===== src/rtl/dtc_pkg.sv =====
`timescale 1ns/1ps
package dtc_pkg;
  typedef enum logic [1:0] {
    CH_OFF   = 2'd0,
    CH_ARMED = 2'd1,
    CH_COUNT = 2'd2
  } ch_state_e;

  localparam int unsigned STAT_W = 4;
endpackage


===== src/rtl/dtc_word_pair.sv =====
`timescale 1ns/1ps
// Pairs a low word with the following high word of the same mode.
module dtc_word_pair #(
  parameter int unsigned HALF_W = 16,
  localparam int unsigned VAL_W = 2 * HALF_W
) (
  input  logic              clk,
  input  logic              rst_n,
  input  logic              wr_lo,
  input  logic              wr_hi,
  input  logic              wr_sync,
  input  logic [HALF_W-1:0] wr_data,
  output logic              set_valid,
  output logic [VAL_W-1:0]  set_value,
  output logic              set_sync
);
  logic [HALF_W-1:0] lo_hold_q;
  logic              lo_sync_q;
  logic              lo_ok_q;

  always_ff @(posedge clk) begin
    if (!rst_n) begin
      lo_hold_q <= '0;
      lo_sync_q <= 1'b0;
      lo_ok_q   <= 1'b0;
    end else begin
      if (wr_hi) lo_ok_q <= 1'b0;
      if (wr_lo) begin
        lo_hold_q <= wr_data;
        lo_sync_q <= wr_sync;
        lo_ok_q   <= 1'b1;
      end
    end
  end

  always_comb begin
    set_valid = wr_hi && lo_ok_q && (lo_sync_q == wr_sync);
    set_value = {wr_data, lo_hold_q};
    set_sync  = wr_sync;
  end
endmodule


===== src/rtl/dtc_shadow_load.sv =====
`timescale 1ns/1ps
// Shadow register, pending flag and the two load policies.
module dtc_shadow_load #(
  parameter int unsigned VAL_W = 32
) (
  input  logic             clk,
  input  logic             rst_n,
  input  logic             set_valid,
  input  logic [VAL_W-1:0] set_value,
  input  logic             set_sync,
  input  logic             busy,
  output logic [VAL_W-1:0] run_val,
  output logic [VAL_W-1:0] shadow_val,
  output logic             pending,
  output logic             pend_sync
);
  logic busy_q;
  logic busy_fell;
  logic load_now;

  assign busy_fell = busy_q && !busy;
  assign load_now  = pending && (pend_sync ? busy_fell : !busy);

  always_ff @(posedge clk) begin
    if (!rst_n) begin
      busy_q     <= 1'b0;
      run_val    <= '0;
      shadow_val <= '0;
      pending    <= 1'b0;
      pend_sync  <= 1'b0;
    end else begin
      busy_q <= busy;
      if (set_valid) begin
        shadow_val <= set_value;
        pend_sync  <= set_sync;
        if (!set_sync && !busy) begin
          run_val <= set_value;
          pending <= 1'b0;
        end else begin
          pending <= 1'b1;
        end
      end else if (load_now) begin
        run_val <= shadow_val;
        pending <= 1'b0;
      end
    end
  end
endmodule


===== src/rtl/dtc_delay_core.sv =====
`timescale 1ns/1ps
// Down-counter, arm/abort control and timeout pulse.
module dtc_delay_core
  import dtc_pkg::*;
#(
  parameter int unsigned VAL_W     = 32,
  parameter int unsigned MIN_DELAY = 2
) (
  input  logic             clk,
  input  logic             rst_n,
  input  logic             tick,
  input  logic             trigger,
  input  logic             enable_cmd,
  input  logic             inhibit_cmd,
  input  logic [VAL_W-1:0] run_val,
  output logic             busy,
  output logic             enabled,
  output logic             out_pulse,
  output logic [VAL_W-1:0] cnt_q
);
  localparam logic [VAL_W-1:0] MIN_V = VAL_W'(MIN_DELAY);

  ch_state_e        state_q;
  logic [VAL_W-1:0] start_v;

  assign start_v = (run_val < MIN_V) ? MIN_V : run_val;
  assign busy    = (state_q == CH_COUNT);
  assign enabled = (state_q != CH_OFF);

  always_ff @(posedge clk) begin
    if (!rst_n) begin
      state_q   <= CH_OFF;
      cnt_q     <= '0;
      out_pulse <= 1'b0;
    end else if (inhibit_cmd) begin
      state_q   <= CH_OFF;
      out_pulse <= 1'b0;
    end else begin
      if (tick) out_pulse <= 1'b0;
      unique case (state_q)
        CH_OFF: begin
          if (enable_cmd) state_q <= CH_ARMED;
        end
        CH_ARMED: begin
          if (trigger) begin
            cnt_q   <= start_v;
            state_q <= CH_COUNT;
          end
        end
        CH_COUNT: begin
          if (tick) begin
            if (cnt_q <= VAL_W'(1)) begin
              state_q   <= CH_ARMED;
              out_pulse <= 1'b1;
            end else begin
              cnt_q <= cnt_q - VAL_W'(1);
            end
          end
        end
        default: state_q <= CH_OFF;
      endcase
    end
  end
endmodule


===== src/rtl/delay_timer_chan.sv =====
`timescale 1ns/1ps
module delay_timer_chan
  import dtc_pkg::*;
#(
  parameter int unsigned HALF_W    = 16,
  parameter int unsigned MIN_DELAY = 2,
  localparam int unsigned VAL_W    = 2 * HALF_W
) (
  input  logic              clk,
  input  logic              rst_n,
  input  logic              tick,
  input  logic              trigger,
  input  logic              enable_cmd,
  input  logic              inhibit_cmd,
  input  logic              wr_lo,
  input  logic              wr_hi,
  input  logic              wr_sync,
  input  logic [HALF_W-1:0] wr_data,
  input  logic              clk_present,
  output logic              out_pulse,
  output logic [VAL_W-1:0]  run_val,
  output logic [VAL_W-1:0]  last_val,
  output logic [STAT_W-1:0] status
);
  logic             set_valid;
  logic [VAL_W-1:0] set_value;
  logic             set_sync;
  logic             busy;
  logic             enabled;
  logic             pending;
  logic             pend_sync;
  logic [VAL_W-1:0] cnt_q;

  dtc_word_pair #(.HALF_W(HALF_W)) pair_i (
    .clk(clk), .rst_n(rst_n), .wr_lo(wr_lo), .wr_hi(wr_hi),
    .wr_sync(wr_sync), .wr_data(wr_data),
    .set_valid(set_valid), .set_value(set_value), .set_sync(set_sync)
  );

  dtc_shadow_load #(.VAL_W(VAL_W)) shadow_i (
    .clk(clk), .rst_n(rst_n), .set_valid(set_valid), .set_value(set_value),
    .set_sync(set_sync), .busy(busy), .run_val(run_val),
    .shadow_val(last_val), .pending(pending), .pend_sync(pend_sync)
  );

  dtc_delay_core #(.VAL_W(VAL_W), .MIN_DELAY(MIN_DELAY)) core_i (
    .clk(clk), .rst_n(rst_n), .tick(tick), .trigger(trigger),
    .enable_cmd(enable_cmd), .inhibit_cmd(inhibit_cmd), .run_val(run_val),
    .busy(busy), .enabled(enabled), .out_pulse(out_pulse), .cnt_q(cnt_q)
  );

  assign status = {pending && pend_sync && !busy, pending, clk_present, enabled};
endmodule


===== config.mk =====
export PLATFORM = sky130hd
export DESIGN_NAME = delay_timer_chan
export DESIGN_NICKNAME = d
export VERILOG_FILES = /design/src/rtl/dtc_pkg.sv /design/src/rtl/dtc_word_pair.sv /design/src/rtl/dtc_shadow_load.sv /design/src/rtl/dtc_delay_core.sv /design/src/rtl/delay_timer_chan.sv
export SDC_FILE = /design/constraint.sdc
export NUM_CORES = 1
export LEC_CHECK = 0
export BUFFER_PORTS_ARGS = -buffer_cell sky130_fd_sc_hd__buf_4
export CORE_MARGIN = 4
export CORE_UTILIZATION = 50
export CTS_CLUSTER_SIZE = 28
export DETAILED_ROUTE_END_ITERATION = 6
export MAX_ROUTING_LAYER = met4
export PLACE_DENSITY_LB_ADDON = 0.1
export SYNTH_ARGS = -nofsm -noshare
export SYNTH_HDL_FRONTEND = slang
export SYNTH_SLANG_ARGS = --single-unit

===== constraint.sdc =====
create_clock -name clk -period 2.9 [get_ports clk]
set_input_delay 0.435 -clock clk [delete_from_list [all_inputs] [get_ports clk]]
set_output_delay 0.435 -clock clk [all_outputs]
set_load 0.03 [all_outputs]

## Yosys cells after proc, flatten, opt, wreduce, memory -nomap -nowiden

Index checks and enable logic that the tools add are counted.

| word-level totals | value |
|---|---|
| bits in registers | 120 |
| latch bits | 0 |
| bits in writable memories | 0 |
| bits in read-only memories | 0 |
| output and inout bits | 69 |
| logic and storage cells | 66 |
| memories | 0 |

| operators by class | value |
|---|---|
| $add $sub $neg | 1 |
| $mul | 0 |
| divide/modulo/power cells | 0 |
| order comparisons | 2 |
| equal/unequal tests | 9 |
| shifts and indexed selects | 0 |
| multiplexer cells | 23 |
| bitwise operators | 2 |
| reduce and logical (&&, ||, !) cells | 18 |

Operators with widths:

| operator | number |
|---|---|
| $mux W32 | 7 |
| $pmux W32 S2 | 1 |
| $le A32 B1 Y1 const B | 1 |
| $lt A32 B2 Y1 const B | 1 |
| $sub A32 B1 Y32 const B | 1 |
| $mux W1 | 10 |
| $mux W2 | 4 |
| $ne A2 B2 Y1 const B | 4 |
| $reduce_bool A2 Y1 | 4 |
| $logic_and A1 B1 Y1 | 7 |
| $pmux W2 S3 | 1 |
| $reduce_and A5 Y1 | 1 |
| $ne A2 B1 Y1 const B | 2 |
| $reduce_and A4 Y1 | 1 |
| $eq A2 B1 Y1 const B | 1 |
| $eq A2 B2 Y1 const B | 1 |
| $logic_not A1 Y1 | 2 |
| $logic_not A2 Y1 | 1 |
| $not A1 Y1 | 2 |
| $reduce_and A2 Y1 | 1 |
| $reduce_or A2 Y1 | 1 |
| $eq A1 B1 Y1 | 1 |

## Longest topological paths before layout

| logic depth | value |
|---|---|
| depth after elaboration | 7 |
| gate-level depth with buffers | 9 |
| depth with buffers taken out | 8 |

## Hierarchy

From an unflattened synthesis, not the netlist that was laid out.

| second synthesis, totals | value |
|---|---|
| cells, all modules | 636 |
| area total of the unflattened synthesis | 5736.8 um^2 |

By module, submodules not included:

| module | times used | cells each | area each (um^2) |
|---|---|---|---|
| dtc_shadow_load | 1 | 222 | 2502.4 |
| dtc_delay_core | 1 | 334 | 2374.8 |
| dtc_word_pair | 1 | 76 | 828.3 |
| delay_timer_chan | 1 | 4 | 31.3 |

## Worst setup path before layout

Ideal clock, no wire load.

| path | value |
|---|---|
| path type | reg-to-reg |
| start point | register core_i.cnt_q[0] |
| end point | register core_i.cnt_q[20] |
| library setup time | 0.120 ns |
| arrival | 2.142 ns |
| setup slack | 0.638 ns |
| cell stages (with the launch flop) | 9 |
| path buffers | 0 |
| period minus slack after synthesis | 2.262 ns |
| cells stage by stage | dfxtp_1 inv_1 ha_1 nor4b_1 nand4_1 nand2b_1 o31ai_1 o21ai_0 o31a_1 |

| on the way | value |
|---|---|
| word-level cells in the longest chain between the ends | 4 |
| elaborated cells between the ends (all ways) | 7 |
| those cells by class | add/sub: 1; order compare: 1; eq/ne: 1; mux: 3; reduce/logical: 1 |

Ends and longest elaborated chain:

| element | RTL line | source |
|---|---|---|
| start, declared | dtc_delay_core.sv:19 | `output logic [VAL_W-1:0] cnt_q` |
| start signal, assigned | dtc_delay_core.sv:46 | `cnt_q <= start_v;` |
| start signal, assigned | dtc_delay_core.sv:56 | `cnt_q <= cnt_q - VAL_W'(1);` |
| $sub A32 B1 Y32 | dtc_delay_core.sv:56 |  |
| $mux W32 | dtc_delay_core.sv:52 | `if (cnt_q <= VAL_W'(1)) begin` |
| $mux W32 | dtc_delay_core.sv:51 | `if (tick) begin` |
| $pmux W32 S2 | dtc_delay_core.sv:40 | `unique case (state_q)` |

Parallel ways exist; a longest one is shown, timed or not. The select of a mux whose other input is x is not followed.
A chain may end at the register's enable or synchronous reset.

## Worst setup path after layout

| path | value |
|---|---|
| start point | register core_i.cnt_q[18] |
| end point | register core_i.cnt_q[0] |

| on the way | value |
|---|---|
| word-level cells in the longest chain between the ends | 3 |

Ends and longest elaborated chain:

| element | RTL line |
|---|---|
| $le A32 B1 Y1 | dtc_delay_core.sv:52 |
| $ne A2 B2 Y1 (no line) | n/a |
| $reduce_and A5 Y1 (no line) | n/a |

No other way between the ends.

==> out/qor.yml <==
status: "finished, final reports clean"
io_pins: 95
worst_hold_path_type: "input port to flop"
p_clk_share_pct: 47.1
p_sw_mw: 1.16
first_pass_iters: 5
p_seq_share_pct: 41.9
start_kind: "flop"
final_common_cell: "dfxtp_1"
worstSetupPathDepth: 7
synthArstFlopShare_pct: 0
fin_worst_skew_ns: 0.0113
vias: 5014
cts_buffers: 17
cp-endpoint: "core_i.cnt_q[0]"
power_frac_comb_pct: 11.0
seq_area_frac_synth_pct: 44.7
die_w_um: 112
gp_congestion: 0.922
drc: 0
post_cts_buffers: 0
antenna_found_initial: 0
path_common_cell: "buf_4"
first_iter_violations: 376
grt_pass1_wl_um: 25200
finalMaxSlewViolations: 0
crit_arrival_ns: 2.89
nets: 733
worst_setup_path_end_kind: "flop"
worst-path-buf-inv: 2
cp_data_required_time_ns: 3.30
yosys.cell_types.count: 59
period_share_pct: 85.7
hpwlAfterDp_um: 11100
cts_tree: "yes"
drv_cap: 0
intPower_mw: 3.03
slowest_stage: "or4_1"
power.leakage_nw: 2.64
worstPathCellList: "or4_1, nor4_4, and4_1, a21oi_2, buf_4, buf_4, a41o_1"
start_util_pct: 51.8
r2r_cells: 7
crit_start: "core_i.cnt_q[18]"
syn_area_sq_um: 5370
hold_buffers: 0
via_per_inst: 5.87
timing.rr.end: "core_i.cnt_q[0]"
num_rows: 37
path_class: "flop to flop"
relSlewSlack_pct: 39.9
synth_warnings: 0
rrSetupSlack_ns: 0.41
clock_path_buffers: 2
critPathTopFamily: "simple AND/OR/NAND/NOR gates"
clkTransAtPathRegs_ns: 0.07
first_global_vias: 4798
hold_viol: 0
fin_crit_ns: 2.49
portBuffers: 92
cts_resized: 0
dieArea_sq_um: 12500
reg2reg_from: "core_i.cnt_q[18]"
postLayoutCellArea_sq_um: 6700
grt_max_degree: 85
synth_edf_count: 0
dpl-instance-area_sq_um: 6140
areaGrowthSynthToFinish_pct: 24.8
dieHeight_um: 112
worst_slew_pin_slew_ns: 0.894
setup_viol: 0
ant_nets: 0
grt_use_total_pct: 25.9
p_sw_share_pct: 27.7
critical_path.max_fanout: 12
ys.flop_type: "dfxtp_1"
fin_tns_setup_ns: 0
wl_per_cell_um: 18.4
final_cell_mix: "120 x dfxtp_1, 112 x nor2_1, 106 x buf_4"
core_sq_um: 10400
cts.sinks: 120
netlist_instances: 627
irDropWorstVdd_mv: 0.396
drt-total-wl_um: 15700
synth.avg_cell_area_sq_um: 8.56
antennaDiodeCount: 0
rsz0062_at_grt: "false"
slowest_delay_ns: 0.69
ys_seq_elements: 120
grt-ovfl-total: 0
synth_nets: 655
htreeDepth: 4
drive_above_1_share_pct: 21.4
clock-root-buffer: "clkbuf_8"
clock_latency_ns: 0.52
fmax_mhz: 402
p_per_area_nw_per_um2: 626
[cell families after synthesis]
group | synth area share [%]
fa+ha+maj | 0.466
buf+inv | 4.80
mux | 9.74
compound gates | 17.8
flops | 44.7
simple gates | 22.3
xor+xnor | 0.163
[registers in the layout (all words and copies together), names as in the netlist, named ones only]
name                 cells
core_i.cnt_q            32
shadow_i.busy_q          1
pair_i.lo_ok_q           1
shadow_i.run_val        32
core_i.state_q           2
shadow_i.shadow_val     32
pair_i.lo_hold_q        16
shadow_i.pending         1
shadow_i.pend_sync       1
pair_i.lo_sync_q         1
[cells in the mapped netlist, types with 2 or more instances]
cell | n | area (sq um)
nor2b_1 | 2 | 12.5
nand2b_1 | 6 | 37.5
or2_2 | 2 | 12.5
nand4_1 | 6 | 37.5
o41ai_1 | 5 | 43.8
clkbuf_1 | 25 | 93.8
inv_1 | 9 | 33.8
or4_1 | 6 | 45.0
nor2_1 | 113 | 424
o311ai_0 | 2 | 17.5
buf_6 | 2 | 22.5
a32o_1 | 4 | 40.0
a31oi_1 | 2 | 12.5
nor3_1 | 20 | 100
o21a_1 | 5 | 37.5
o21ai_0 | 18 | 90.1
dfxtp_1 | 120 | 2400
and4_1 | 2 | 17.5
a21oi_1 | 25 | 125
o31a_1 | 2 | 17.5
nand2_1 | 49 | 184
or3_1 | 8 | 50.1
buf_2 | 5 | 25.0
o211ai_1 | 3 | 22.5
ha_1 | 2 | 25.0
o21ai_1 | 15 | 75.1
mux2i_1 | 50 | 500
o31ai_1 | 10 | 75.1
nor4_1 | 14 | 87.6
a211oi_1 | 34 | 255
a32oi_1 | 3 | 26.3
buf_4 | 6 | 45.0
nand3_1 | 15 | 75.1
buf_1 | 10 | 37.5
and3_1 | 3 | 18.8
[stage by stage]
step | total power, mW | std cells | util, % | hold slack (ns) | setup slack, ns
after floorplan | 2.08 | 627 | - | 0.448 | 0.638
after global placement | 2.24 | 822 | 59.2 | 0.450 | 0.523
after detailed placement | 2.25 | 822 | 59.2 | 0.455 | 0.447
after CTS | 4.21 | 854 | 64.6 | 0.152 | 0.428
after global routing | 4.35 | 854 | 64.6 | 0.148 | 0.271
final | 4.20 | 854 | 64.6 | 0.165 | 0.414
[power groups by stage]
stage	Clock, mW	Sequential (mW)	Combinational (mW)
after floorplan	0	1.84	0.242
after global placement	0	1.79	0.452
after detailed placement	0	1.79	0.457
after CTS	2.00	1.76	0.460
after global routing	2.09	1.76	0.498
final	1.98	1.76	0.461
[worst register-to-register path: stages (launching register included)]
cell and delay (ns):
dfxtp_1 0.37, or4_1 0.69, nor4_4 0.33, and4_1 0.28
a21oi_2 0.11, buf_4 0.22, buf_4 0.16, a41o_1 0.22
[how the worst min path moves through the flow]
| stage | from | to | slack [ns] | depth (start not counted) |
|---|---|---|---|---|
| floorplan | core_i.cnt_q[22] | core_i.cnt_q[22] | 0.45 | 2 |
| global placement | flop | flop | 0.45 | 2 |
| detailed placement | flop | flop | 0.46 | 2 |
| CTS | wr_data[9] | pair_i.lo_hold_q[9] | 0.15 | 3 |
| global route | wr_data[12] | pair_i.lo_hold_q[12] | 0.15 | 3 |
| finish | wr_data[9] | pair_i.lo_hold_q[9] | 0.16 | 3 |
[per-layer routing]
metal  part of all wire, %  track usage [%]  vias up
met3                   7.0             7.17       25
met4                   2.4             8.11        0
met5                     0                -        -
met1                    43             32.4     2366
met2                    48             40.7      189
li1                      -                -     2434
[final cells by class]
class                   instances  area (sq um)
clock inverters                14           141
inverters                       9          33.8
clock buffers                  18           418
fillers                       893          3670
flip-flops and latches        120          2400
multi-input cells             450          2720
repair buffers                107           816
well taps                     136           170
Power figures use the tool's default switching activity.
